### src/rtl/bsf_pkg.sv
package bsf_pkg;

    function automatic int unsigned bits_for(input int unsigned value);
        int unsigned n;
        n = 1;
        while ((1 << n) <= value) n++;
        return n;
    endfunction

endpackage

### src/rtl/bsf_prescaler.sv
module bsf_prescaler #(
    parameter int unsigned PERIOD_CYCLES = 20_000_000
) (
    input  logic clk_i,
    input  logic rst_ni,
    output logic tick_o
);
    localparam int unsigned PS_W = bsf_pkg::bits_for(PERIOD_CYCLES - 1);

    typedef struct packed {
        logic [PS_W-1:0] cnt;
    } ps_state_t;

    ps_state_t st_d, st_q;
    logic      at_end;

    always_comb begin
        st_d   = st_q;
        at_end = (st_q.cnt == PS_W'(PERIOD_CYCLES - 1));
        if (at_end) begin
            st_d.cnt = '0;
        end else begin
            st_d.cnt = st_q.cnt + 1'b1;
        end
    end

    always_ff @(posedge clk_i) begin
        if (!rst_ni) begin
            st_q <= '0;
        end else begin
            st_q <= st_d;
        end
    end

    assign tick_o = at_end;

endmodule

### src/rtl/bsf_run_tracker.sv
module bsf_run_tracker #(
    parameter int unsigned THRESHOLD = 64
) (
    input  logic clk_i,
    input  logic rst_ni,
    input  logic en_i,
    input  logic tick_i,
    input  logic start_i,
    input  logic bcast_i,
    output logic drop_now_o,
    output logic valid_o,
    output logic drop_o
);
    localparam int unsigned RUN_W = bsf_pkg::bits_for(THRESHOLD);

    typedef struct packed {
        logic [RUN_W-1:0] run;
        logic             valid;
        logic             drop;
    } run_state_t;

    run_state_t       st_d, st_q;
    logic [RUN_W-1:0] base;

    always_comb begin
        st_d       = st_q;
        st_d.valid = start_i;
        st_d.drop  = 1'b0;
        base       = tick_i ? '0 : st_q.run;
        if (!en_i) begin
            st_d.run = '0;
        end else if (start_i && bcast_i) begin
            if (base >= RUN_W'(THRESHOLD)) begin
                st_d.drop = 1'b1;
                st_d.run  = base;
            end else begin
                st_d.run  = base + 1'b1;
            end
        end else if (start_i) begin
            st_d.run = '0;
        end else begin
            st_d.run = base;
        end
    end

    always_ff @(posedge clk_i) begin
        if (!rst_ni) begin
            st_q <= '0;
        end else begin
            st_q <= st_d;
        end
    end

    assign drop_now_o = st_d.drop;
    assign valid_o    = st_q.valid;
    assign drop_o     = st_q.drop;

endmodule

### src/rtl/bsf_drop_counter.sv
module bsf_drop_counter #(
    parameter int unsigned CNT_W = 16
) (
    input  logic             clk_i,
    input  logic             rst_ni,
    input  logic             inc_i,
    output logic [CNT_W-1:0] count_o
);
    typedef struct packed {
        logic [CNT_W-1:0] cnt;
    } dc_state_t;

    dc_state_t st_d, st_q;

    always_comb begin
        st_d = st_q;
        if (inc_i && (st_q.cnt != {CNT_W{1'b1}})) begin
            st_d.cnt = st_q.cnt + 1'b1;
        end
    end

    always_ff @(posedge clk_i) begin
        if (!rst_ni) begin
            st_q <= '0;
        end else begin
            st_q <= st_d;
        end
    end

    assign count_o = st_q.cnt;

endmodule

### src/rtl/bcast_storm_filter.sv
module bcast_storm_filter #(
    parameter int unsigned THRESHOLD     = 64,
    parameter int unsigned PERIOD_CYCLES = 20_000_000,
    parameter int unsigned DROP_CNT_W    = 16
) (
    input  logic                  clk_i,
    input  logic                  rst_ni,
    input  logic                  enable_cfg_i,
    input  logic                  frame_start_i,
    input  logic                  frame_bcast_i,
    output logic                  decision_valid_o,
    output logic                  drop_o,
    output logic [DROP_CNT_W-1:0] dropped_count_o
);
    typedef struct packed {
        logic en;
    } cfg_state_t;

    cfg_state_t cfg_d, cfg_q;
    logic       en_q;
    logic       tick;
    logic       drop_now;

    always_comb begin
        cfg_d = cfg_q;
    end

    always_ff @(posedge clk_i) begin
        if (!rst_ni) begin
            cfg_q.en <= enable_cfg_i;
        end else begin
            cfg_q <= cfg_d;
        end
    end

    assign en_q = cfg_q.en;

    bsf_prescaler #(
        .PERIOD_CYCLES(PERIOD_CYCLES)
    ) u_prescaler (
        .clk_i (clk_i),
        .rst_ni(rst_ni),
        .tick_o(tick)
    );

    bsf_run_tracker #(
        .THRESHOLD(THRESHOLD)
    ) u_tracker (
        .clk_i     (clk_i),
        .rst_ni    (rst_ni),
        .en_i      (en_q),
        .tick_i    (tick),
        .start_i   (frame_start_i),
        .bcast_i   (frame_bcast_i),
        .drop_now_o(drop_now),
        .valid_o   (decision_valid_o),
        .drop_o    (drop_o)
    );

    bsf_drop_counter #(
        .CNT_W(DROP_CNT_W)
    ) u_drop_cnt (
        .clk_i  (clk_i),
        .rst_ni (rst_ni),
        .inc_i  (drop_now),
        .count_o(dropped_count_o)
    );

endmodule

### config.mk
export PLATFORM = sky130hd
export DESIGN_NAME = bcast_storm_filter
export DESIGN_NICKNAME = d
export VERILOG_FILES = /design/src/rtl/bsf_pkg.sv /design/src/rtl/bsf_prescaler.sv /design/src/rtl/bsf_run_tracker.sv /design/src/rtl/bsf_drop_counter.sv /design/src/rtl/bcast_storm_filter.sv
export SDC_FILE = /design/constraint.sdc
export NUM_CORES = 1
export LEC_CHECK = 0
export CORE_MARGIN = 2
export CORE_UTILIZATION = 40
export DETAILED_ROUTE_END_ITERATION = 12
export SLEW_MARGIN = 20
export SYNTH_ARGS = -nofsm -noshare
export SYNTH_HDL_FRONTEND = slang
export SYNTH_SLANG_ARGS = --single-unit
### constraint.sdc
create_clock -name clk_i -period 3.2 [get_ports clk_i]
set_input_delay 0.48 -clock clk_i [delete_from_list [all_inputs] [get_ports clk_i]]
set_output_delay 0.48 -clock clk_i [all_outputs]
set_load 0.01 [all_outputs]
==> results_dict.tcl, run 1 <==
set metrics [dict create \
    run_status "finished, final reports clean" \
    dp_hpwl_mm 3.67 \
    ys_seq_elements 51 \
    gp_routability_congestion 0.799 \
    final_layout_size_suffix_gt1_share_pct 7.03 \
    antenna_cells 0 \
    design_power_total_mw 1.16 \
    post_cts_hold_buffers 0 \
    worst_clock_skew_ns 0.00836 \
    ys.flop_type "sky130_fd_sc_hd__dfxtp_1" \
    route.detailed.drc 0 \
    wl_mm 5.41 \
    critPathRequiredTime_ns 3.40 \
    setup_viol 0 \
    cts.sink_count 51 \
    postLayoutCellArea_sq_um 2990 \
    insertion_delay_ns 0.30 \
    die_height_um 84.8 \
    tritoncts.num_buffers 5 \
    synth_fp_nets 314 \
    number_of_flops_mapped_to_enable_cells_by_yosys 1 \
    rr_worst_depth 8 \
    fin_ws_ns 0.451 \
    startpoint_type "register" \
    drt-wirelength-per-cell_um 13.4 \
    finalWorstPathRequiredPeriod_ns 2.75 \
    syn_inst 305 \
    worst-slew-pin-transition_ns 0.787 \
    yosysUniqueCellTypes 45 \
    io_pins 23 \
    placed_area_sq_um 2870 \
    critical_path.cell_chain "nor4b_1 > nand4_1 > or3_1 > and2_1 > ha_1 > nand4_1 > a21oi_1 > or3_1" \
    start_util_pct 41.2 \
    per_instance_average_area_after_synthesis_sq_um 8.57 \
    synthArstFlopShare_pct 0 \
    slew_headroom_pct 47.5 \
    pin_count_of_the_biggest_net_entering_global_routing 24 \
    cap_violations 0 \
    post_cts_resize_count 0 \
    first_global_vias 1996 \
    report.final.hold_viol_count 0 \
    maxSlewViolCount 0 \
    setup_total_negative_slack_ns 0 \
    floorplan.die.width_um 84.8 \
    cts-htree-levels 2 \
    final_min_period_over_clock_period_pct 85.9 \
    syn_to_final_growth_pct 14.2 \
    grt_first_pass_wirelength_mm 9.42 \
    area_of_the_die_sq_um 7200 \
    track_usage_pct 15.9 \
    cpMaxStageDelayCell "sky130_fd_sc_hd__or3_1" \
    critical_path.reg2reg.startpoint "u_prescaler.st_q[16]" \
    post-cts-setup-buffers 0 \
    max-vdd-ir-drop_mv 0.262 \
    pre_cts_ws_ns 0.479 \
    critPathArrivalTime_ns 2.95 \
    max_stage_delay_ns 0.58 \
    detailedRoute.firstPassIterationCount 4 \
    synth_warnings 0 \
    ys_seq_area_share_pct 39.4 \
    globalRouteOverflowTotal 0 \
    clk_pin_slew_ns 0.10 \
    final_nets 335 \
    power-per-cell-area_nw_per_um2 388 \
    vias_per_cell 5.42 \
    synth.cell_area_sq_um 2610 \
    portBuffers 22 \
    synthTopCellsByArea "sky130_fd_sc_hd__dfxtp_1 (38%), sky130_fd_sc_hd__xnor2_1 (6.0%), sky130_fd_sc_hd__nor2_1 (5.6%), sky130_fd_sc_hd__nand2_1 (4.9%), sky130_fd_sc_hd__a21oi_1 (2.7%)" \
    critical_path.max_fanout 7 \
    timing.rr.end "u_tracker.st_q[3]" \
    worst_hold_path.num_cells 1 \
    num_vias 2190 \
    worst_setup_path_startpoint "u_prescaler.st_q[16]" \
    hold_path_class "register to register" \
    worstSetupEndpoint "u_tracker.st_q[3]" \
    netlist.area_leader.share_pct 38.3 \
    placementRows 29 \
    postRouteAntennaNets 0 \
    cts_root_buffer "sky130_fd_sc_hd__clkbuf_8" \
    p_leak_nw 0.953 \
    antenna_found_initial 0 \
    drt_iter0_markers 102 \
    tritoncts "built" \
    clock.fmax_mhz 364 \
    reg2reg_slack_ns 0.45 \
    coreArea_sq_um 6350 \
    clock_path_buffers 2 \
    rsz0062_at_grt "false" \
    critical_path_class "register to register" \
    synth.largest_area_cell "sky130_fd_sc_hd__dfxtp_1" \
    cp-end-kind "register" \
]
[worst min path at each step]
| stage | start | endpoint |
|---|---|---|
| 6_report | u_prescaler.st_q[0] | u_prescaler.st_q[0] |
| 5_1_grt | u_prescaler.st_q[0] | u_prescaler.st_q[0] |
| 4_1_cts | u_prescaler.st_q[0] | u_prescaler.st_q[0] |
| 3_5_place_dp | u_prescaler.st_q[0] | u_prescaler.st_q[0] |
| 3_3_place_gp | u_prescaler.st_q[0] | u_prescaler.st_q[0] |
| 2_1_floorplan | u_prescaler.st_q[0] | u_prescaler.st_q[0] |
[Yosys cell counts (all sizes together) (2+ instances only)]
cell type   n
o21ai       7
mux2i       5
ha          4
inv         6
and4        4
nor2b       4
and2        7
buf         8
clkbuf      4
nor3        7
or3         8
xnor2      18
o211ai      2
nand2b      9
dfxtp      50
nand4b      2
nor4       10
nand2      35
nor4b       3
nor2       40
nand3      14
nand4       9
and3        5
o31ai       9
xor2        5
or4         9
a21oi      14
[cell usage in the layout, fill, tap and decap left out, types with 6 or more instances in the layout]
cell	netlist	final
sky130_fd_sc_hd__nand2b_1	8	8
sky130_fd_sc_hd__clkdlybuf4s50_1	0	22
sky130_fd_sc_hd__nor4_1	10	10
sky130_fd_sc_hd__nand4_1	7	7
sky130_fd_sc_hd__nand2_1	34	34
sky130_fd_sc_hd__nor2_1	39	39
sky130_fd_sc_hd__nor3_1	6	6
sky130_fd_sc_hd__o31ai_1	8	8
sky130_fd_sc_hd__a21oi_1	14	14
sky130_fd_sc_hd__xnor2_1	18	18
sky130_fd_sc_hd__or4_1	6	6
sky130_fd_sc_hd__and2_1	6	6
sky130_fd_sc_hd__nand3_1	14	14
sky130_fd_sc_hd__inv_1	6	6
sky130_fd_sc_hd__clkbuf_8	0	6
sky130_fd_sc_hd__or3_1	8	8
sky130_fd_sc_hd__dfxtp_1	50	50
[registers in the layout, summed over array words and instances (netlist names)]
| name | cells |
|---|---|
| u_drop_cnt.count_o | 16 |
| cfg_d | 1 |
| u_tracker.drop_o | 1 |
| u_prescaler.st_q | 25 |
| u_tracker.st_q | 7 |
| u_tracker.valid_o | 1 |
[area by class of cell]
cell class | instances | area, sq um
inverters | 6 | 22.5
repair buffers | 26 | 250
flip-flops and latches | 51 | 1030
fillers | 607 | 3360
clock buffers | 6 | 82.6
well taps | 77 | 96.3
multi-input cells | 236 | 1470
clock inverters | 2 | 35.0
[worst max-delay path: cells and delay by family, from the launching register on]
kind / cells / cell delay, ns
AND/OR/NAND/NOR: 6 / 1.90
flip-flops: 1 / 0.40
adder cells (fa/ha/maj): 1 / 0.29
AO/OA/AOI/OAI: 1 / 0.04
[power by group]
part | internal (mW) | leakage [nW] | total [mW] | switching (mW)
Sequential | 0.642 | 0.413 | 0.645 | 0.00335
Clock | 0.253 | 0.0612 | 0.471 | 0.218
Combinational | 0.0167 | 0.478 | 0.0431 | 0.0263
Total | 0.912 | 0.953 | 1.16 | 0.247
[kinds of logic (layout without fill, tap and decap cells)]
logic type | count (synthesis) | after routing | share of synthesized area (%)
xor+xnor | 23 | 23 | 7.71
buf+inv | 18 | 40 | 4.40
simple gates | 167 | 167 | 35.3
compound gates | 37 | 37 | 9.33
flops | 51 | 51 | 39.4
fa+ha+maj | 4 | 4 | 1.91
mux | 5 | 5 | 1.91
[stage by stage]
| step | std cells | utilization, % | hold WS, ns |
|---|---|---|---|
| after floorplan | 305 | - | 0.411 |
| after global placement | 396 | 45.2 | 0.422 |
| after detailed placement | 396 | 45.2 | 0.435 |
| after CTS | 404 | 47.0 | 0.451 |
| after global routing | 404 | 47.0 | 0.482 |
| final | 404 | 47.0 | 0.446 |
[layer usage]
layer	wire, um	vias up	GRT usage (%)	part of all wire (%)
met5	0	-	0	0
met4	43	0	5.34	0.79
met3	184	2	2.92	3.4
met2	2450	39	24.7	45
met1	2730	1023	22.4	50
li1	-	1126	-	-
(Power assumes the default switching activity.)
==> run 2, diff against run 1 <==
--- a/config.mk
+++ b/config.mk
@@ -5,7 +5,6 @@
 export SDC_FILE = /design/constraint.sdc
 export NUM_CORES = 1
 export LEC_CHECK = 0
-export CORE_MARGIN = 2
 export CORE_UTILIZATION = 40
 export DETAILED_ROUTE_END_ITERATION = 12
 export SLEW_MARGIN = 20
==> run 2 against run 1 <==
Effect of this change:
- first-iteration DRC count decreased by 26%
- global-route usage is 0.19 points higher
- fmax grew 1.6%
- cell area shrank 1.4%
- sequential share of layout area is 0.48 points higher
- sequential cell count is the same
- utilization decreased by 0.38 points
- non-clock buffer count down 2
- clock skew is 0.0035 ns higher
- highest routed layer unchanged
- via count stayed put
- clock-buffer cell count is 1 higher
==> results_dict.tcl, run 2 (synthesis results as in run 1) <==
set metrics [dict create \
    run_status "finished, final reports clean" \
    cap_violations 0 \
    critPathRequiredTime_ns 3.40 \
    startpoint_type "register" \
    gp_routability_congestion 0.731 \
    final_common_cell "sky130_fd_sc_hd__dfxtp_1" \
    clock_network_fraction_of_total_power_pct 35.7 \
    post_cts_hold_buffers 0 \
    setup_total_negative_slack_ns 0 \
    cts.sink_count 51 \
    placementRows 29 \
    grt_first_pass_wirelength_mm 9.23 \
    power-per-cell-area_nw_per_um2 363 \
    max-vdd-ir-drop_mv 0.223 \
    final_layout_size_suffix_gt1_share_pct 6.15 \
    floorplan.die.width_um 82.8 \
    io_pins 23 \
    pin_count_of_the_biggest_net_entering_global_routing 28 \
    dp_hpwl_mm 3.62 \
    critical_path.max_fanout 7 \
    post_cts_resize_count 0 \
    finalWorstPathRequiredPeriod_ns 2.71 \
    final_min_period_over_clock_period_pct 84.5 \
    area_of_the_die_sq_um 6860 \
    final_nets 333 \
    antenna_found_initial 0 \
    pre_cts_ws_ns 0.504 \
    route.detailed.drc 0 \
    seq_area_sq_um 1030 \
    setup_viol 0 \
    hold-worst-slack_ns 0.443 \
    maxSlewViolCount 0 \
    first_global_vias 2014 \
    track_usage_pct 16.1 \
    tritoncts.num_buffers 5 \
    worst-slew-pin-transition_ns 0.943 \
    drt-wirelength-per-cell_um 13.2 \
    drt_iter0_markers 75 \
    registers.top_by_ff_count "u_prescaler.st_q" \
    worst_clock_skew_ns 0.0119 \
    clock_path_buffers 2 \
    hold_path_class "register to register" \
    syn_to_final_growth_pct 12.6 \
    critPathArrivalTime_ns 2.90 \
    num_vias 2190 \
    vias_per_cell 5.45 \
    mostFrequentLayoutCells "sky130_fd_sc_hd__dfxtp_1 (50), sky130_fd_sc_hd__nor2_1 (39), sky130_fd_sc_hd__nand2_1 (34)" \
    slew_headroom_pct 37.1 \
    multi_input_area_sq_um 1470 \
    cts_root_buffer "sky130_fd_sc_hd__clkbuf_8" \
    start_util_pct 41.4 \
    critical_path_class "register to register" \
    tritoncts "built" \
    internal_power_uw 833 \
    antenna_cells 0 \
    die_height_um 82.8 \
    netSwitchingFraction_pct 22.2 \
    design_power_total_mw 1.07 \
    globalRouteOverflowTotal 0 \
    p_leak_nw 0.931 \
    rsz0062_at_grt "false" \
    postRouteAntennaNets 0 \
    detailedRoute.firstPassIterationCount 4 \
    wl_mm 5.29 \
    largest_reg_flops 25 \
    fin_ws_ns 0.495 \
    cts-htree-levels 2 \
    placed_area_sq_um 2850 \
    portBuffers 22 \
    power.sequential.fraction_pct 60.3 \
    postLayoutCellArea_sq_um 2940 \
    insertion_delay_ns 0.30 \
    psw_uw 237 \
    clk_pin_slew_ns 0.10 \
    coreArea_sq_um 6310 \
    cp-end-kind "register" \
    report.final.hold_viol_count 0 \
    fillerInstances 637 \
    post-cts-setup-buffers 0 \
    power_frac_comb_pct 4.0 \
    clock.fmax_mhz 370 \
]
==> run 2: final timing paths <==
check / from / endpoint / slack, ns / cells past startpoint
min reg2reg: u_prescaler.st_q[0] / u_prescaler.st_q[0] / 0.44 / 1
max reg2reg: u_prescaler.st_q[0] / u_tracker.st_q[3] / 0.49 / 9
min: u_prescaler.st_q[0] / u_prescaler.st_q[0] / 0.44 / 1
max: u_prescaler.st_q[0] / u_tracker.st_q[3] / 0.49 / 9
==> run 2: area by class of cell <==
cell class                      instances  area share [%]
Clock inverter                          1           0.170
Timing Repair Buffer                   24            7.99
Multi-Input combinational cell        236            49.9
Inverter                                6           0.765
Clock buffer                            7            2.93
Sequential cell                        51            35.0
Tap cell                               77            3.27
==> run 2: power by group through the flow <==
| stage | clock network, mW | registers, mW | logic, mW |
|---|---|---|---|
| 6_report | 0.382 | 0.645 | 0.0429 |
| 5_1_grt | 0.424 | 0.646 | 0.0473 |
| 4_1_cts | 0.396 | 0.645 | 0.0429 |
| 3_5_place_dp | 0 | 0.660 | 0.0428 |
| 3_3_place_gp | 0 | 0.660 | 0.0433 |
| 2_1_floorplan | 0 | 0.660 | 0.0258 |
==> run 2: metrics by stage <==
step	instances	utilization, %
global placement	394	45.2
finish	402	46.6
CTS	402	46.6
floorplan	305	-
global route	402	46.6
detailed placement	394	45.2
==> run 2: critical path, stage by stage, from the launching register on <==
cell	delay, ns
sky130_fd_sc_hd__dfxtp_1	0.35
sky130_fd_sc_hd__ha_1	0.20
sky130_fd_sc_hd__and4_1	0.29
sky130_fd_sc_hd__nand4_2	0.22
sky130_fd_sc_hd__or3_1	0.54
sky130_fd_sc_hd__and2_1	0.22
sky130_fd_sc_hd__ha_1	0.28
sky130_fd_sc_hd__nand4_1	0.09
sky130_fd_sc_hd__a21oi_1	0.04
sky130_fd_sc_hd__or3_1	0.37
==> run 2: routing by layer <==
| metal | routed length (um) | GRT usage, % | up-vias |
|---|---|---|---|
| li1 | - | - | 1122 |
| met1 | 2640 | 21.3 | 1027 |
| met2 | 2430 | 26.7 | 37 |
| met3 | 175 | 3.18 | 4 |
| met4 | 48 | 4.55 | 0 |
| met5 | 0 | 0 | - |
==> run 3, diff against run 2 <==
==> constraint.sdc (replaced) <==
create_clock -name clk_i -period 2.45 [get_ports clk_i]
set_input_delay 0.3675 -clock clk_i [delete_from_list [all_inputs] [get_ports clk_i]]
set_output_delay 0.3675 -clock clk_i [all_outputs]
set_load 0.01 [all_outputs]
==> run 3 against run 2 <==
Effect of this change:
- non-clock buffer count increased by 10
- sequential power increased by 31%
- die area unchanged
- register-to-register slack got worse by 0.36 ns
- global-route usage increased by 0.092 points
- first-iteration DRC count increased by 9.3%
- clock power increased by 39%
- via count increased by 0.82%
- clock skew decreased by 0.0034 ns
- largest cell class unchanged
- critical endpoint is now u_tracker.st_q[8]
- worst hold slack got worse by 0.023 ns
==> results_dict.tcl, run 3 (synthesis results as in run 1) <==
set metrics [dict create \
    rsz0062_at_grt "false" \
    clock_path_buffers 2 \
    tritoncts "built" \
    cap_violations 0 \
    final_min_period_over_clock_period_pct 94.6 \
    power-per-cell-area_nw_per_um2 468 \
    pin_count_of_the_biggest_net_entering_global_routing 24 \
    die_height_um 82.8 \
    wl_mm 5.32 \
    portBuffers 22 \
    instances_no_fill 412 \
    p_leak_nw 0.990 \
    floorplan.die.width_um 82.8 \
    gp_routability_congestion 0.792 \
    coreArea_sq_um 6310 \
    fin_ws_ns 0.132 \
    critical_path_class "register to register" \
    setup_viol 0 \
    run_status "finished, final reports clean" \
    drt-wirelength-per-cell_um 12.9 \
    grt_first_pass_wirelength_mm 9.23 \
    antenna_found_initial 0 \
    report.final.hold_viol_count 0 \
    cts_root_buffer "sky130_fd_sc_hd__clkbuf_8" \
    worst_hold_path.num_cells 1 \
    cp-end-kind "register" \
    track_usage_pct 16.2 \
    max-vdd-ir-drop_mv 0.297 \
    clk_pin_slew_ns 0.09 \
    rr_worst_depth 10 \
    hold-worst-slack_ns 0.420 \
    final_util_pct 48.4 \
    insertion_delay_ns 0.30 \
    slew_headroom_pct 69.3 \
    critical_path.cell_chain "nand2_2 > or4_4 > or3_1 > and2_1 > ha_1 > nand3_1 > or3_1 > ha_1 > o32a_1 > nor2_1" \
    io_pins 23 \
    route.detailed.drc 0 \
    clock.fmax_mhz 431 \
    maxSlewViolCount 0 \
    pre_cts_ws_ns 0.137 \
    post_cts_hold_buffers 0 \
    setup_total_negative_slack_ns 0 \
    cts.sink_count 51 \
    placed_area_sq_um 2950 \
    area_of_the_die_sq_um 6860 \
    path_depth 10 \
    numPlacedInstances 404 \
    hold_path_class "register to register" \
    fillerInstances 623 \
    max_stage_delay_ns 0.51 \
    registers.top_by_ff_count "u_prescaler.st_q" \
    mostFrequentLayoutCells "sky130_fd_sc_hd__dfxtp_1 (47), sky130_fd_sc_hd__nor2_1 (39), sky130_fd_sc_hd__nand2_1 (33)" \
    final_common_cell "sky130_fd_sc_hd__dfxtp_1" \
    design_power_total_mw 1.43 \
    worst-slew-pin-transition_ns 0.460 \
    startpoint_type "register" \
    cp_num_buf_inv 0 \
    syn_to_final_growth_pct 16.9 \
    final_layout_size_suffix_gt1_share_pct 11.0 \
    largest_reg_flops 25 \
    dp_hpwl_mm 3.73 \
    start_util_pct 41.4 \
    globalRouteOverflowTotal 0 \
    postLayoutCellArea_sq_um 3050 \
    num_vias 2208 \
    antenna_cells 0 \
    finalWorstPathRequiredPeriod_ns 2.32 \
    critPathArrivalTime_ns 2.52 \
    final_nets 343 \
    detailedRoute.firstPassIterationCount 4 \
    postRouteAntennaNets 0 \
    cts-htree-levels 2 \
    vias_per_cell 5.36 \
    placementRows 29 \
    drt_iter0_markers 82 \
    cpMaxStageDelayCell "sky130_fd_sc_hd__or4_4" \
    first_global_vias 1945 \
    tritoncts.num_buffers 5 \
    critPathRequiredTime_ns 2.65 \
    critical_path.max_fanout 5 \
    worst_clock_skew_ns 0.00847 \
    cpLargestDelayFamily "simple AND/OR/NAND/NOR gates" \
]
-- run 3: routing by layer --
layer,GRT usage [%],vias to the layer above,routed length (um),share of wire [%]
met1,22.3,1044,2750,52
met4,4.70,0,60,1.1
met3,3.38,4,128,2.4
met5,0,-,0,0
li1,-,1138,-,-
met2,25.6,22,2380,45
-- run 3: power by group --
group          leakage, nW  switching (mW)  internal [mW]  total (mW)
sequential           0.415         0.00473          0.838       0.843
clock               0.0515           0.274          0.259       0.532
combinational        0.524          0.0336         0.0218      0.0554
-- run 3: worst register-to-register path, delay by kind of cell (launching register included) --
kind / cells / cell delay, ns
AOI/OAI and AO/OA: 1 / 0.12
adders and majority gates: 2 / 0.36
DFF: 1 / 0.37
and+or+nand+nor: 7 / 1.35
-- run 3: final timing paths --
kind	startpoint	end	slack, ns
setup / recovery	u_prescaler.st_q[20]	u_tracker.st_q[8]	0.13
hold / removal	u_prescaler.st_q[0]	u_prescaler.st_q[0]	0.42
setup reg to reg	u_prescaler.st_q[20]	u_tracker.st_q[8]	0.13
hold reg to reg	u_prescaler.st_q[0]	u_prescaler.st_q[0]	0.42
-- run 3: layout make-up --
type / instances / area, sq um / share of cell area [%]
multi-input cells: 236 / 1490 / 48.8
flip-flops and latches: 51 / 1030 / 33.9
repair buffers: 34 / 310 / 10.2
clock buffers: 8 / 100 / 3.28
well taps: 77 / 96.3 / 3.15
inverters: 6 / 22.5 / 0.737
-- run 3: what timing repair did --
item	in CTS	in global routing
endpoints found under the hold margin	0	0
setup endpoints to repair	0	3
setup buffers	0	0
gates resized for setup	0	2
